[src/rtl/cfl_pkg.sv]
package cfl_pkg;

  localparam int FIELD_W  = 4;
  localparam int N_FIELDS = 8;
  localparam int SEL_W    = $clog2(N_FIELDS);
  localparam int CR_W     = FIELD_W * N_FIELDS;
  localparam int TBL_W    = 1 << 3;
  localparam int LUT2_W   = 1 << 2;
  localparam int XO_W     = 5;
  localparam int PO_W     = 6;
  localparam int INSN_W   = 32;

  typedef enum logic [1:0] {
    CFL_NOP  = 2'd0,
    CFL_TERN = 2'd1,
    CFL_BIN  = 2'd2
  } cfl_mode_e;

  typedef struct packed {
    cfl_mode_e          mode;
    logic [SEL_W-1:0]   dst;
    logic [SEL_W-1:0]   fa;
    logic [SEL_W-1:0]   fb;
    logic [FIELD_W-1:0] mask;   // nibble-aligned: [3] gates field bit 0
    logic [TBL_W-1:0]   tbl;    // tbl[j] is table entry j
  } cfl_op_t;

  // Instruction bit k counted from the most significant end.
  function automatic logic insn_bit(input logic [INSN_W-1:0] w, input int k);
    return w[INSN_W-1-k];
  endfunction

  // Read field n of the condition register as a nibble.
  function automatic logic [FIELD_W-1:0] get_field(input logic [CR_W-1:0] cr,
                                                   input logic [SEL_W-1:0] n);
    return cr[CR_W-1-FIELD_W*int'(n) -: FIELD_W];
  endfunction

  // Three-input lookup: index = {d, a, b}.
  function automatic logic lut3(input logic [TBL_W-1:0] tbl,
                                input logic d, input logic a, input logic b);
    return tbl[{d, a, b}];
  endfunction

  // Two-input lookup: index = {d, a}.
  function automatic logic lut2(input logic [LUT2_W-1:0] lut,
                                input logic d, input logic a);
    return lut[{d, a}];
  endfunction

  // Merge new data into an old nibble under a mask.
  function automatic logic [FIELD_W-1:0] merge_nib(input logic [FIELD_W-1:0] old_v,
                                                   input logic [FIELD_W-1:0] new_v,
                                                   input logic [FIELD_W-1:0] m);
    return (old_v & ~m) | (new_v & m);
  endfunction

endpackage

[src/rtl/cfl_decode.sv]
module cfl_decode
  import cfl_pkg::*;
#(
  parameter logic [PO_W-1:0] PO_VAL  = 6'd19,
  parameter logic [XO_W-1:0] XO_TERN = 5'd4,
  parameter logic [XO_W-1:0] XO_BIN  = 5'd6
) (
  input  logic [INSN_W-1:0] insn,
  output cfl_op_t           op
);

  localparam int PO_POS   = 0;
  localparam int DST_POS  = 6;
  localparam int FA_POS   = 11;
  localparam int FB_POS   = 16;
  localparam int XO_POS   = 26;
  localparam int TBL_POS  = 19;
  localparam int TBL_LAST = 31;

  logic [PO_W-1:0] po;
  logic [XO_W-1:0] xo;

  // Mask bit positions: two before source A, two after it.
  function automatic int mask_pos(input int i);
    return (i < 2) ? (9 + i) : (12 + i);
  endfunction

  // Table entry positions: seven contiguous, the last in the final bit.
  function automatic int tbl_pos(input int j);
    return (j < TBL_W - 1) ? (TBL_POS + j) : TBL_LAST;
  endfunction

  always_comb begin
    po = '0;
    xo = '0;
    op = '0;
    for (int k = 0; k < PO_W; k++)  po[PO_W-1-k]  = insn_bit(insn, PO_POS + k);
    for (int k = 0; k < XO_W; k++)  xo[XO_W-1-k]  = insn_bit(insn, XO_POS + k);
    for (int k = 0; k < SEL_W; k++) begin
      op.dst[SEL_W-1-k] = insn_bit(insn, DST_POS + k);
      op.fa[SEL_W-1-k]  = insn_bit(insn, FA_POS + k);
      op.fb[SEL_W-1-k]  = insn_bit(insn, FB_POS + k);
    end
    for (int i = 0; i < FIELD_W; i++) op.mask[FIELD_W-1-i] = insn_bit(insn, mask_pos(i));
    for (int j = 0; j < TBL_W; j++)   op.tbl[j] = insn_bit(insn, tbl_pos(j));
    if (po != PO_VAL)        op.mode = CFL_NOP;
    else if (xo == XO_TERN)  op.mode = CFL_TERN;
    else if (xo == XO_BIN)   op.mode = CFL_BIN;
    else                     op.mode = CFL_NOP;
  end

endmodule

[src/rtl/cfl_lane_eval.sv]
module cfl_lane_eval
  import cfl_pkg::*;
(
  input  cfl_mode_e          mode,
  input  logic [TBL_W-1:0]   tbl,
  input  logic [FIELD_W-1:0] d_nib,
  input  logic [FIELD_W-1:0] a_nib,
  input  logic [FIELD_W-1:0] b_nib,
  output logic [FIELD_W-1:0] res_nib
);

  // Field B viewed as a table: entry j is field bit j (nibble bit 3-j).
  logic [LUT2_W-1:0] b_lut;

  genvar gj;
  generate
    for (gj = 0; gj < LUT2_W; gj++) begin : g_lut
      assign b_lut[gj] = b_nib[FIELD_W-1-gj];
    end
  endgenerate

  genvar gi;
  generate
    for (gi = 0; gi < FIELD_W; gi++) begin : g_lane
      localparam int P = FIELD_W - 1 - gi;
      logic tern_bit;
      logic bin_bit;
      assign tern_bit   = lut3(tbl, d_nib[P], a_nib[P], b_nib[P]);
      assign bin_bit    = lut2(b_lut, d_nib[P], a_nib[P]);
      assign res_nib[P] = (mode == CFL_BIN) ? bin_bit : tern_bit;
    end
  endgenerate

endmodule

[src/rtl/cfl_field_store.sv]
module cfl_field_store
  import cfl_pkg::*;
#(
  parameter logic [CR_W-1:0] RESET_CR = '0
) (
  input  logic               clk,
  input  logic               rst_n,
  input  logic               wr_en,
  input  logic [SEL_W-1:0]   wr_field,
  input  logic [FIELD_W-1:0] wr_mask,
  input  logic [FIELD_W-1:0] wr_nib,
  output logic [CR_W-1:0]    cr_q
);

  logic [CR_W-1:0]    cr_d;
  logic [FIELD_W-1:0] old_nib;

  assign old_nib = get_field(cr_q, wr_field);

  always_comb begin
    cr_d = cr_q;
    if (wr_en)
      cr_d[CR_W-1-FIELD_W*int'(wr_field) -: FIELD_W] = merge_nib(old_nib, wr_nib, wr_mask);
  end

  always_ff @(posedge clk) begin
    if (!rst_n) cr_q <= RESET_CR;
    else        cr_q <= cr_d;
  end

  genvar gf;
  generate
    for (gf = 0; gf < N_FIELDS; gf++) begin : g_chk
      // a field not addressed by the write holds its value.
      a_r9_field_hold: assert property (@(posedge clk) disable iff (!rst_n)
        !(wr_en && wr_field == SEL_W'(gf)) |=>
          $stable(cr_q[CR_W-1-FIELD_W*gf -: FIELD_W]));
      for (genvar gb = 0; gb < FIELD_W; gb++) begin : g_bit
        // a bit whose mask bit is clear keeps its value.
        a_r6_mask_keep: assert property (@(posedge clk) disable iff (!rst_n)
          (wr_en && !wr_mask[gb]) |=> $stable(cr_q[CR_W-1-FIELD_W*gf-(FIELD_W-1-gb)]));
      end
    end
  endgenerate

endmodule

[src/rtl/cond_field_logic_unit.sv]
module cond_field_logic_unit
  import cfl_pkg::*;
#(
  parameter logic [CR_W-1:0] RESET_CR = '0,
  parameter logic [PO_W-1:0] PO_VAL   = 6'd19,
  parameter logic [XO_W-1:0] XO_TERN  = 5'd4,
  parameter logic [XO_W-1:0] XO_BIN   = 5'd6
) (
  input  logic        clk,
  input  logic        rst_n,
  input  logic        issue,
  input  logic [31:0] insn,
  output logic [31:0] cr_q,
  output logic        illegal
);

  cfl_op_t            op;
  logic [FIELD_W-1:0] d_nib, a_nib, b_nib, res_nib;
  logic               op_known;
  logic               mask_zero;
  logic               wr_en;
  logic               trap_ev;
  logic               illegal_q;

  cfl_decode #(.PO_VAL(PO_VAL), .XO_TERN(XO_TERN), .XO_BIN(XO_BIN)) u_decode (
    .insn (insn),
    .op   (op)
  );

  // All sources are read from the current register before the write.
  assign d_nib = get_field(cr_q, op.dst);
  assign a_nib = get_field(cr_q, op.fa);
  assign b_nib = get_field(cr_q, op.fb);

  cfl_lane_eval u_eval (
    .mode    (op.mode),
    .tbl     (op.tbl),
    .d_nib   (d_nib),
    .a_nib   (a_nib),
    .b_nib   (b_nib),
    .res_nib (res_nib)
  );

  // Named events.
  assign op_known  = issue && (op.mode != CFL_NOP);
  assign mask_zero = (op.mask == '0);
  assign wr_en     = op_known && !mask_zero;
  assign trap_ev   = op_known && mask_zero;

  cfl_field_store #(.RESET_CR(RESET_CR)) u_store (
    .clk      (clk),
    .rst_n    (rst_n),
    .wr_en    (wr_en),
    .wr_field (op.dst),
    .wr_mask  (op.mask),
    .wr_nib   (res_nib),
    .cr_q     (cr_q)
  );

  always_ff @(posedge clk) begin
    if (!rst_n) illegal_q <= 1'b0;
    else        illegal_q <= trap_ev;
  end

  assign illegal = illegal_q;

  // the trap cycle leaves the register untouched.
  a_r7_trap_freeze: assert property (@(posedge clk) disable iff (!rst_n)
    illegal |-> $stable(cr_q));

  // a trap comes only from a recognised operation with an empty mask.
  a_r7_trap_cause: assert property (@(posedge clk) disable iff (!rst_n)
    $rose(illegal) |-> ($past(issue) && $past(op.mode) != CFL_NOP && $past(op.mask) == '0));

  // an idle cycle changes nothing and flags nothing.
  a_r10_idle: assert property (@(posedge clk) disable iff (!rst_n)
    !issue |=> (!illegal && $stable(cr_q)));

  // a constant table drives every masked destination bit to that constant.
  a_r4_const_ones: assert property (@(posedge clk) disable iff (!rst_n)
    (wr_en && op.mode == CFL_TERN && op.tbl == '1) |=>
      ((get_field(cr_q, $past(op.dst)) & $past(op.mask)) == $past(op.mask)));

  a_r4_const_zeros: assert property (@(posedge clk) disable iff (!rst_n)
    (wr_en && op.mode == CFL_TERN && op.tbl == '0) |=>
      ((get_field(cr_q, $past(op.dst)) & $past(op.mask)) == '0));

endmodule

[config.mk]
export PLATFORM = sky130hd
export DESIGN_NAME = cond_field_logic_unit
export DESIGN_NICKNAME = d
export VERILOG_FILES = /design/src/rtl/cfl_pkg.sv /design/src/rtl/cfl_decode.sv /design/src/rtl/cfl_lane_eval.sv /design/src/rtl/cfl_field_store.sv /design/src/rtl/cond_field_logic_unit.sv
export SDC_FILE = /design/constraint.sdc
export NUM_CORES = 1
export LEC_CHECK = 0
export BUFFER_PORTS_ARGS = -buffer_cell sky130_fd_sc_hd__buf_2
export CORE_MARGIN = 3
export CORE_UTILIZATION = 55
export DETAILED_ROUTE_END_ITERATION = 16
export PLACE_DENSITY = 0.88
export SETUP_SLACK_MARGIN = 0.1
export SYNTH_ARGS = -nofsm -noshare
export SYNTH_HDL_FRONTEND = slang
export SYNTH_SLANG_ARGS = --single-unit
[constraint.sdc]
create_clock -name clk -period 5 [get_ports clk]
set_input_delay 1 -clock clk [delete_from_list [all_inputs] [get_ports clk]]
set_output_delay 1 -clock clk [all_outputs]
set_load 0.02 [all_outputs]
==> summary by stage, run 1 <==
Run status
The run finished with clean final reports.

GRT
The maximum number of pins on one net before global-route repair is 40. The first global-routing pass estimated 14,600 um of wire. Across every metal layer, demand over resource in global routing totals 30.1%. The total overflow left after global routing is 0. The number of global-route vias before repair is 2,790.

The initial antenna violation count is 0.

Setup path
Data on the critical path arrives at its endpoint at 3.19 ns. In this design, the stage delay of the slowest critical-path cell is 0.59 ns. The worst setup path is launched from a primary input. The critical path goes through buf_2 -> mux4_1 -> mux2_4 -> mux2i_1 -> a21oi_1 -> a211oi_4 -> o311ai_1. The biggest fanout along the worst timing path is 8. By startpoint and endpoint, the worst setup path is classified as in2reg. The slowest cell on the critical path is sky130_fd_sc_hd__mux4_1. For the worst setup path, the data required time is 5.16 ns. The worst setup path is captured at a flop.

Clock tree
The post-CTS clock slew at the launch and capture registers of the worst setup and hold paths is 0.08 ns. The number of setup buffers added after CTS is 0. The clock tree synthesis step divided the H-tree into 2 levels. Once the clock tree was built, the resizer swapped 0 gates to a different size. After clock tree synthesis, the flow added hold-fix buffers numbering 0.

The clock reaches the later pin of the worst-skew pair after 0.29 ns. The number of clock buffers added by TritonCTS is 5. The TritonCTS clock tree is built. The root buffer cell is sky130_fd_sc_hd__clkbuf_8. The clock sink count is 33. The number of buffers on the longest clock path is 2.

STA
The final-report setup violation count is 0. Setup repair after global routing left no endpoint under its margin. For the pin with the worst max-slew slack, the measured transition is 0.747 ns.

For the final database, setup skew stands at 0.0115 ns. The final-report max-slew violation count came to 0. The worst relative slew slack is 50.2%.

For the final routed database, the setup TNS stands at 0 ns. Static timing analysis puts the maximum clock frequency at 330 MHz. The minimum period implied by the final worst setup slack is 3.03 ns. The final critical-path share of the clock period is 60.6%. The final hold violation count is 0.

Yosys
The most numerous cell in the Yosys netlist is sky130_fd_sc_hd__nand3_1. The top cell type by area accounts for 22.6% of the synthesized area. The netlist area before placement is 2920 um^2. Synthesis produced a netlist with a net count of 340. The count of cell types in the netlist is 49. The synthesis warning total is 0. After Yosys synthesis, XOR and XNOR cells account for 0% of the synthesized area.

For this run, asynchronously set or reset flops after synthesis account for 0%. The adder-cell area share of the yosys netlist is 0%. After synthesis, the mean cell area works out to 9.59 um^2. The most used flip-flop cell after synthesis is sky130_fd_sc_hd__dfxtp_1. Of the synthesized area, sequential elements account for 22.6%. In this run, synthesis inferred 0 flip-flops with an integrated enable. The simple-gate share of the synthesized area is 20.1%. By area, the combinational part of the netlist is dominated by multiplexers.

After synthesis, the cell types taking the most area are sky130_fd_sc_hd__dfxtp_1 (23%), sky130_fd_sc_hd__mux4_2 (12%), sky130_fd_sc_hd__mux2i_1 (7.9%). The portion of netlist area occupied by mux cells is 33.0%. The cell count after synthesis came out at 305. The complex-gate fraction of the synthesized area is 19.0%. In the synthesized netlist, the cells that appear most often are sky130_fd_sc_hd__nand3_1 (45), sky130_fd_sc_hd__dfxtp_1 (33), sky130_fd_sc_hd__nor2_1 (31). Summed over all instances, the cell type with the most area after synthesis is sky130_fd_sc_hd__dfxtp_1. Synthesis inferred 33 register bits.

Drt
The detailed-route DRC error count is 0. The number of antenna-violating nets in the routed design is 0. In this run, the number of DRC markers left after iteration 0 of detailed routing was 427. The detail-routed net length per standard cell is 22.0 um. Before antenna repair, the detailed router went through 7 iterations. The via count normalized by instance count is 7.26. Summing over every cut layer, the via total after detailed routing is 3,056. Summed over all layers, the routed wires come to 9280 um.

Die
The standard-cell row count is 25. The floorplan step defined a core boundary enclosing 4940 um^2. Measured along the x axis, the die boundary spans 78.9 um. The number of top-level design ports is 68. The die extent in y is 78.9 um. The die covers 6230 um^2. Once the floorplan was initialized, standard cells occupied 59.2% of the core.

Placement
At the end of routability-driven placement, the weighted congestion stood at 0.962. Buffers placed on the I/O ports in this run total 67. The HPWL after detailed placement is 6540 um. In this run, placement finished with an instance count of 413.

Finish
The number of diodes added for antenna fixing is 0. The layout-stage area growth over the synthesis result is 13.4%. The share of cells above drive strength 1 is 32.8%.

The layout net count is 388. The finished layout holds 421 standard cells, fillers aside. The number of fill cells in the layout is 399.

Power
The leakage power figure is 0.00139 uW. In this run the power density over the cells is 171 nW/um^2. The peak supply drop is 0.000141 V.

Job
The tool flagged a number of max-cap violations equal to 0.

Worst hold path
The path class of the lowest-slack min-delay path is reg2reg.
==> worst max-delay path: cells and delay by family <==
| kind | cells | cell delay, ns |
|---|---|---|
| compound gates | 3 | 0.83 |
| buf+inv | 1 | 0.24 |
| mux | 3 | 1.12 |
==> cells by family after synthesis <==
family / Yosys count
multiplexers: 58
flip-flops: 33
buffers and inverters: 33
AND/OR/NAND/NOR: 114
AO/OA/AOI/OAI: 67
==> layer usage <==
metal / routed length (um) / share of wire (%) / track usage (%) / up-vias
li1: - / - / - / 1320
met1: 3620 / 39 / 41.2 / 1460
met5: 0 / 0 / 0 / -
met3: 1200 / 13 / 6.80 / 35
met4: 255 / 2.7 / 10.7 / 0
met2: 4200 / 45 / 47.0 / 241
==> placed cells by master, fill, tap and decap left out, types with 2 or more instances in the layout <==
master | netlist | layout
sky130_fd_sc_hd__mux4_2 | 16 | 16
sky130_fd_sc_hd__a22oi_1 | 8 | 8
sky130_fd_sc_hd__nand4b_1 | 4 | 4
sky130_fd_sc_hd__nand4_1 | 7 | 7
sky130_fd_sc_hd__a211oi_1 | 2 | 2
sky130_fd_sc_hd__nor2_1 | 31 | 31
sky130_fd_sc_hd__a2bb2oi_2 | 2 | 2
sky130_fd_sc_hd__nand3_1 | 45 | 45
sky130_fd_sc_hd__mux2_2 | 5 | 5
sky130_fd_sc_hd__o21ai_0 | 8 | 8
sky130_fd_sc_hd__clkbuf_8 | 0 | 7
sky130_fd_sc_hd__o31ai_2 | 2 | 2
sky130_fd_sc_hd__mux2i_4 | 3 | 3
sky130_fd_sc_hd__buf_2 | 2 | 67
sky130_fd_sc_hd__and4_1 | 2 | 2
sky130_fd_sc_hd__mux2i_1 | 23 | 23
sky130_fd_sc_hd__nor2b_1 | 2 | 2
sky130_fd_sc_hd__a21oi_1 | 9 | 9
sky130_fd_sc_hd__o311ai_1 | 23 | 23
sky130_fd_sc_hd__dfxtp_1 | 33 | 33
sky130_fd_sc_hd__and2_1 | 2 | 2
sky130_fd_sc_hd__inv_1 | 7 | 7
sky130_fd_sc_hd__nand2_1 | 11 | 11
sky130_fd_sc_hd__a31oi_1 | 3 | 3
sky130_fd_sc_hd__nand2b_1 | 2 | 2
sky130_fd_sc_hd__mux4_1 | 8 | 8
==> flip-flops by register name, summed over array words and instances, names as in the netlist <==
register      flops
u_store.cr_q     32
illegal           1
==> through the flow <==
stage	total power [uW]	instance area, um^2	util, %	hold slack (ns)	setup slack (ns)
6_report	568	3310	67.1	0.538	1.97
3_5_place_dp	343	3210	65.0	0.520	1.72
5_1_grt	582	3310	67.1	0.557	1.79
3_3_place_gp	341	3210	65.0	0.511	1.76
2_1_floorplan	316	2920	-	0.583	2.08
4_1_cts	566	3310	67.1	0.532	2.04
==> report_power, final <==
group	internal, uW	total, uW	switching [uW]	leakage [uW]
logic	28.5	77.5	49.0	0.00107
clock network	124	228	103	0.0000542
registers	263	263	0.0219	0.000266
total	416	568	152	0.00139
==> final timing paths <==
path	start	to	slack (ns)	cells past startpoint
worst max-delay path	insn[13]	u_store.cr_q[30]	1.97	7
worst min-delay path	u_store.cr_q[11]	u_store.cr_q[11]	0.54	2
worst max register to register	u_store.cr_q[26]	u_store.cr_q[30]	2.62	6
worst min register to register	u_store.cr_q[11]	u_store.cr_q[11]	0.54	2
==> area by class of cell <==
cell class	count	area [um^2]	share of cell area (%)
multi-input combinational	239	2110	63.6
sequential	33	661	19.9
timing repair buffer	67	335	10.1
tap	67	83.8	2.53
inverter	7	26.3	0.793
clock inverter	1	5.00	0.151
clock buffer	7	96.3	2.91
Power figures use the tool's default switching activity.
==> run 2: changes to the inputs <==
==> constraint.sdc (replaced) <==
create_clock -name clk -period 2.9 [get_ports clk]
set_input_delay 0.58 -clock clk [delete_from_list [all_inputs] [get_ports clk]]
set_output_delay 0.58 -clock clk [all_outputs]
set_load 0.02 [all_outputs]
==> summary by stage, run 2 (same netlist as run 1, synthesis figures left out) <==
GRT
The initial antenna violation count is 0. The number of global-route vias before repair is 2,919. The wire length of the first global-routing pass is 15,000 um. Entering global routing, the biggest net connects 20 pins. The global-route congestion overflow total is 0. The global-route total usage across every layer is 31.0%.

Clock tree
The tree is rooted in a sky130_fd_sc_hd__clkbuf_8. The H-tree was split into 2 levels. The cts-stage hold buffer count is 0. The post-CTS clock slew at the launch and capture registers of the worst setup and hold paths is 0.07 ns.

In this run, post-CTS repair resized a total of 0 instances. TritonCTS created 5 clock buffers. No sink is reached through more buffers than the 2 on the longest clock path. The tree built by TritonCTS fans out to 33 sinks. TritonCTS built the clock tree. For the worst-skew pair, the clock arrives at the later sink with an insertion delay of 0.30 ns.

The number of setup buffers added after CTS is 0.

Run status
The flow ran to the end, and the final reports show no timing, DRC or antenna violations.

Setup path
STA classifies the critical path startpoint as a primary input. The critical path goes through buf_2 -> mux4_2 -> mux2i_4 -> nand2_1 -> a31oi_1 -> a21oi_1 -> a22oi_1. The critical path's largest stage delay is 0.63 ns.

The worst reg2reg path endpoint is u_store.cr_q[19]. Tracing the worst setup path back leads to its startpoint at insn[20]. Data on the critical path arrives at its endpoint at 2.93 ns. Across all register-to-register paths, the minimum setup slack is 0.40 ns. The number of buffers and inverters on the critical path is 1. In this run the critical register-to-register path is launched from u_store.cr_q[27]. For the worst flop-to-flop path, the logic depth is 6. The kind of capture point of the worst setup path is a flop. The category of the critical setup timing path is in2reg. STA puts the critical path data required time at 3.09 ns.

The slowest cell on the critical path is sky130_fd_sc_hd__a31oi_1. The kind of cell adding the most delay to the critical path is compound AO/OA/AOI/OAI gates. The biggest fanout along the worst timing path is 8.

Drt
The total wirelength of the detailed-routed design is 9490 um. The routed layout has 3,162 vias. After the first detailed-routing iteration, the DRC count stood at 343. Once detail routing completed, the nets flagged for antenna violations numbered 0.

The via count normalized by instance count is 7.15. For this run, the detailed router's first-pass iteration total came to 8. After detailed routing, the average wire length per cell comes to 21.5 um. After detailed routing, the number of remaining DRC violations is 0.

Worst hold path
The worst hold path terminates at u_store.cr_q[11]. The tightest min-delay check is of the reg2reg type. The hold path startpoint is u_store.cr_q[11]. The worst hold path was traced through 2 stages.

Placement
In this run the tool buffered the top-level ports with 67 buffer cells. The HPWL after detailed placement is 6760 um. The cell area reported after detailed placement is 3370 um^2. In this run, placement finished with an instance count of 434. Routability-driven placement finished with a final weighted congestion of 0.953.

STA
The final-report setup violation count is 0. The final-report max-slew violation count is 0. The worst path in the final design needs a cycle of 2.74 ns, including I/O delays and setup.

Setup repair after global routing left no endpoint under its margin. The worst relative slew slack is 49.4%. The worst path uses 94.6% of the clock period.

After routing, the total negative slack on setup checks comes to 0 ns. The final hold violation count is 0. The slew at the pin with the worst max-slew slack is 0.756 ns. The timing-limited maximum frequency is 364 MHz.

The final clock skew is 0.00678 ns.

Die
The die width is 78.9 um. The die covers 6230 um^2. From bottom edge to top edge, the die measures 78.9 um. The initial core utilization is 59.2%. The initialized floorplan defines 25 standard-cell rows. 68 I/O pins were placed.

The core region is 4940 um^2.

Finish
In the final layout, the share of cells above drive strength 1 is 35.7%. The post-layout instance count excluding filler cells is 442. The register bank with the most flops is u_store.cr_q. In the layout the commonest cells are sky130_fd_sc_hd__buf_2 (67), sky130_fd_sc_hd__nand3_1 (45), sky130_fd_sc_hd__dfxtp_1 (33).

With fillers left out, the area of the finished cells amounts to 3450 um^2. The register with the most flip-flops in the layout has 32 of them. The most common library cell in the layout ignoring fill and taps is sky130_fd_sc_hd__buf_2. The layout net count is 409.

The layout-stage area growth over the synthesis result is 18.0%. The number of diodes added for antenna fixing is 0. The final standard cell utilization of the core is 69.8%.

Job
The number of maximum-capacitance violations is 0.

Power
The leakage power figure is 0.00147 uW. The power density normalized to cell area is 271 nW/um^2. The peak supply drop is 0.000269 V.
## run 2: cell count changes in the layout (fill, tap and decap cells not counted)
cell	before	now
sky130_fd_sc_hd__buf_4	0	21
sky130_fd_sc_hd__clkbuf_1	0	3
sky130_fd_sc_hd__clkbuf_8	7	5
sky130_fd_sc_hd__clkinv_2	1	0
## run 2: how the worst max path moves through the flow
stage | to | cells after the start | slack, ns
after floorplan | u_store.cr_q[10] | 7 | 0.40
after global placement | u_store.cr_q[22] | 7 | 0.15
after detailed placement | u_store.cr_q[30] | 7 | 0.04
after CTS | u_store.cr_q[19] | 7 | 0.21
after global routing | u_store.cr_q[19] | 7 | 0.11
final | u_store.cr_q[19] | 7 | 0.16
## run 2: worst reg2reg max path: cells and delay by family (launching register included)
kind,cells,cell delay [ns]
flip-flops,1,0.37
AND/OR/NAND/NOR,1,0.09
multiplexers,2,0.82
AO/OA/AOI/OAI,3,1.10
## run 2: power breakdown
group | switching [uW] | total (uW) | internal, uW | leakage (uW)
sequential | 0.0416 | 453 | 453 | 0.000266
clock | 172 | 342 | 170 | 0.0000395
combinational | 85.1 | 139 | 53.5 | 0.00117
total | 257 | 934 | 677 | 0.00147
## run 2: cell type report
cell class	count	area (um^2)
clock buffer	8	80.1
fill	389	1490
inverter	7	26.3
multi-input combinational	239	2110
sequential	33	661
tap	67	83.8
timing repair buffer	88	493
## run 2: through the flow
stage / hold slack (ns) / worst slack (ns) / power [uW]
final: 0.550 / 0.156 / 934
after CTS: 0.533 / 0.210 / 926
after global placement: 0.515 / 0.146 / 593
after global routing: 0.562 / 0.109 / 963
after detailed placement: 0.521 / 0.0399 / 597
after floorplan: 0.583 / 0.396 / 545
## run 2: per-layer routing
metal / vias up / GRT usage (%) / part of all wire (%)
met5: - / 0 / 0
met4: 0 / 14.3 / 4.2
met3: 47 / 8.96 / 14
met2: 290 / 49.3 / 45
met1: 1458 / 39.0 / 36
li1: 1367 / - / -
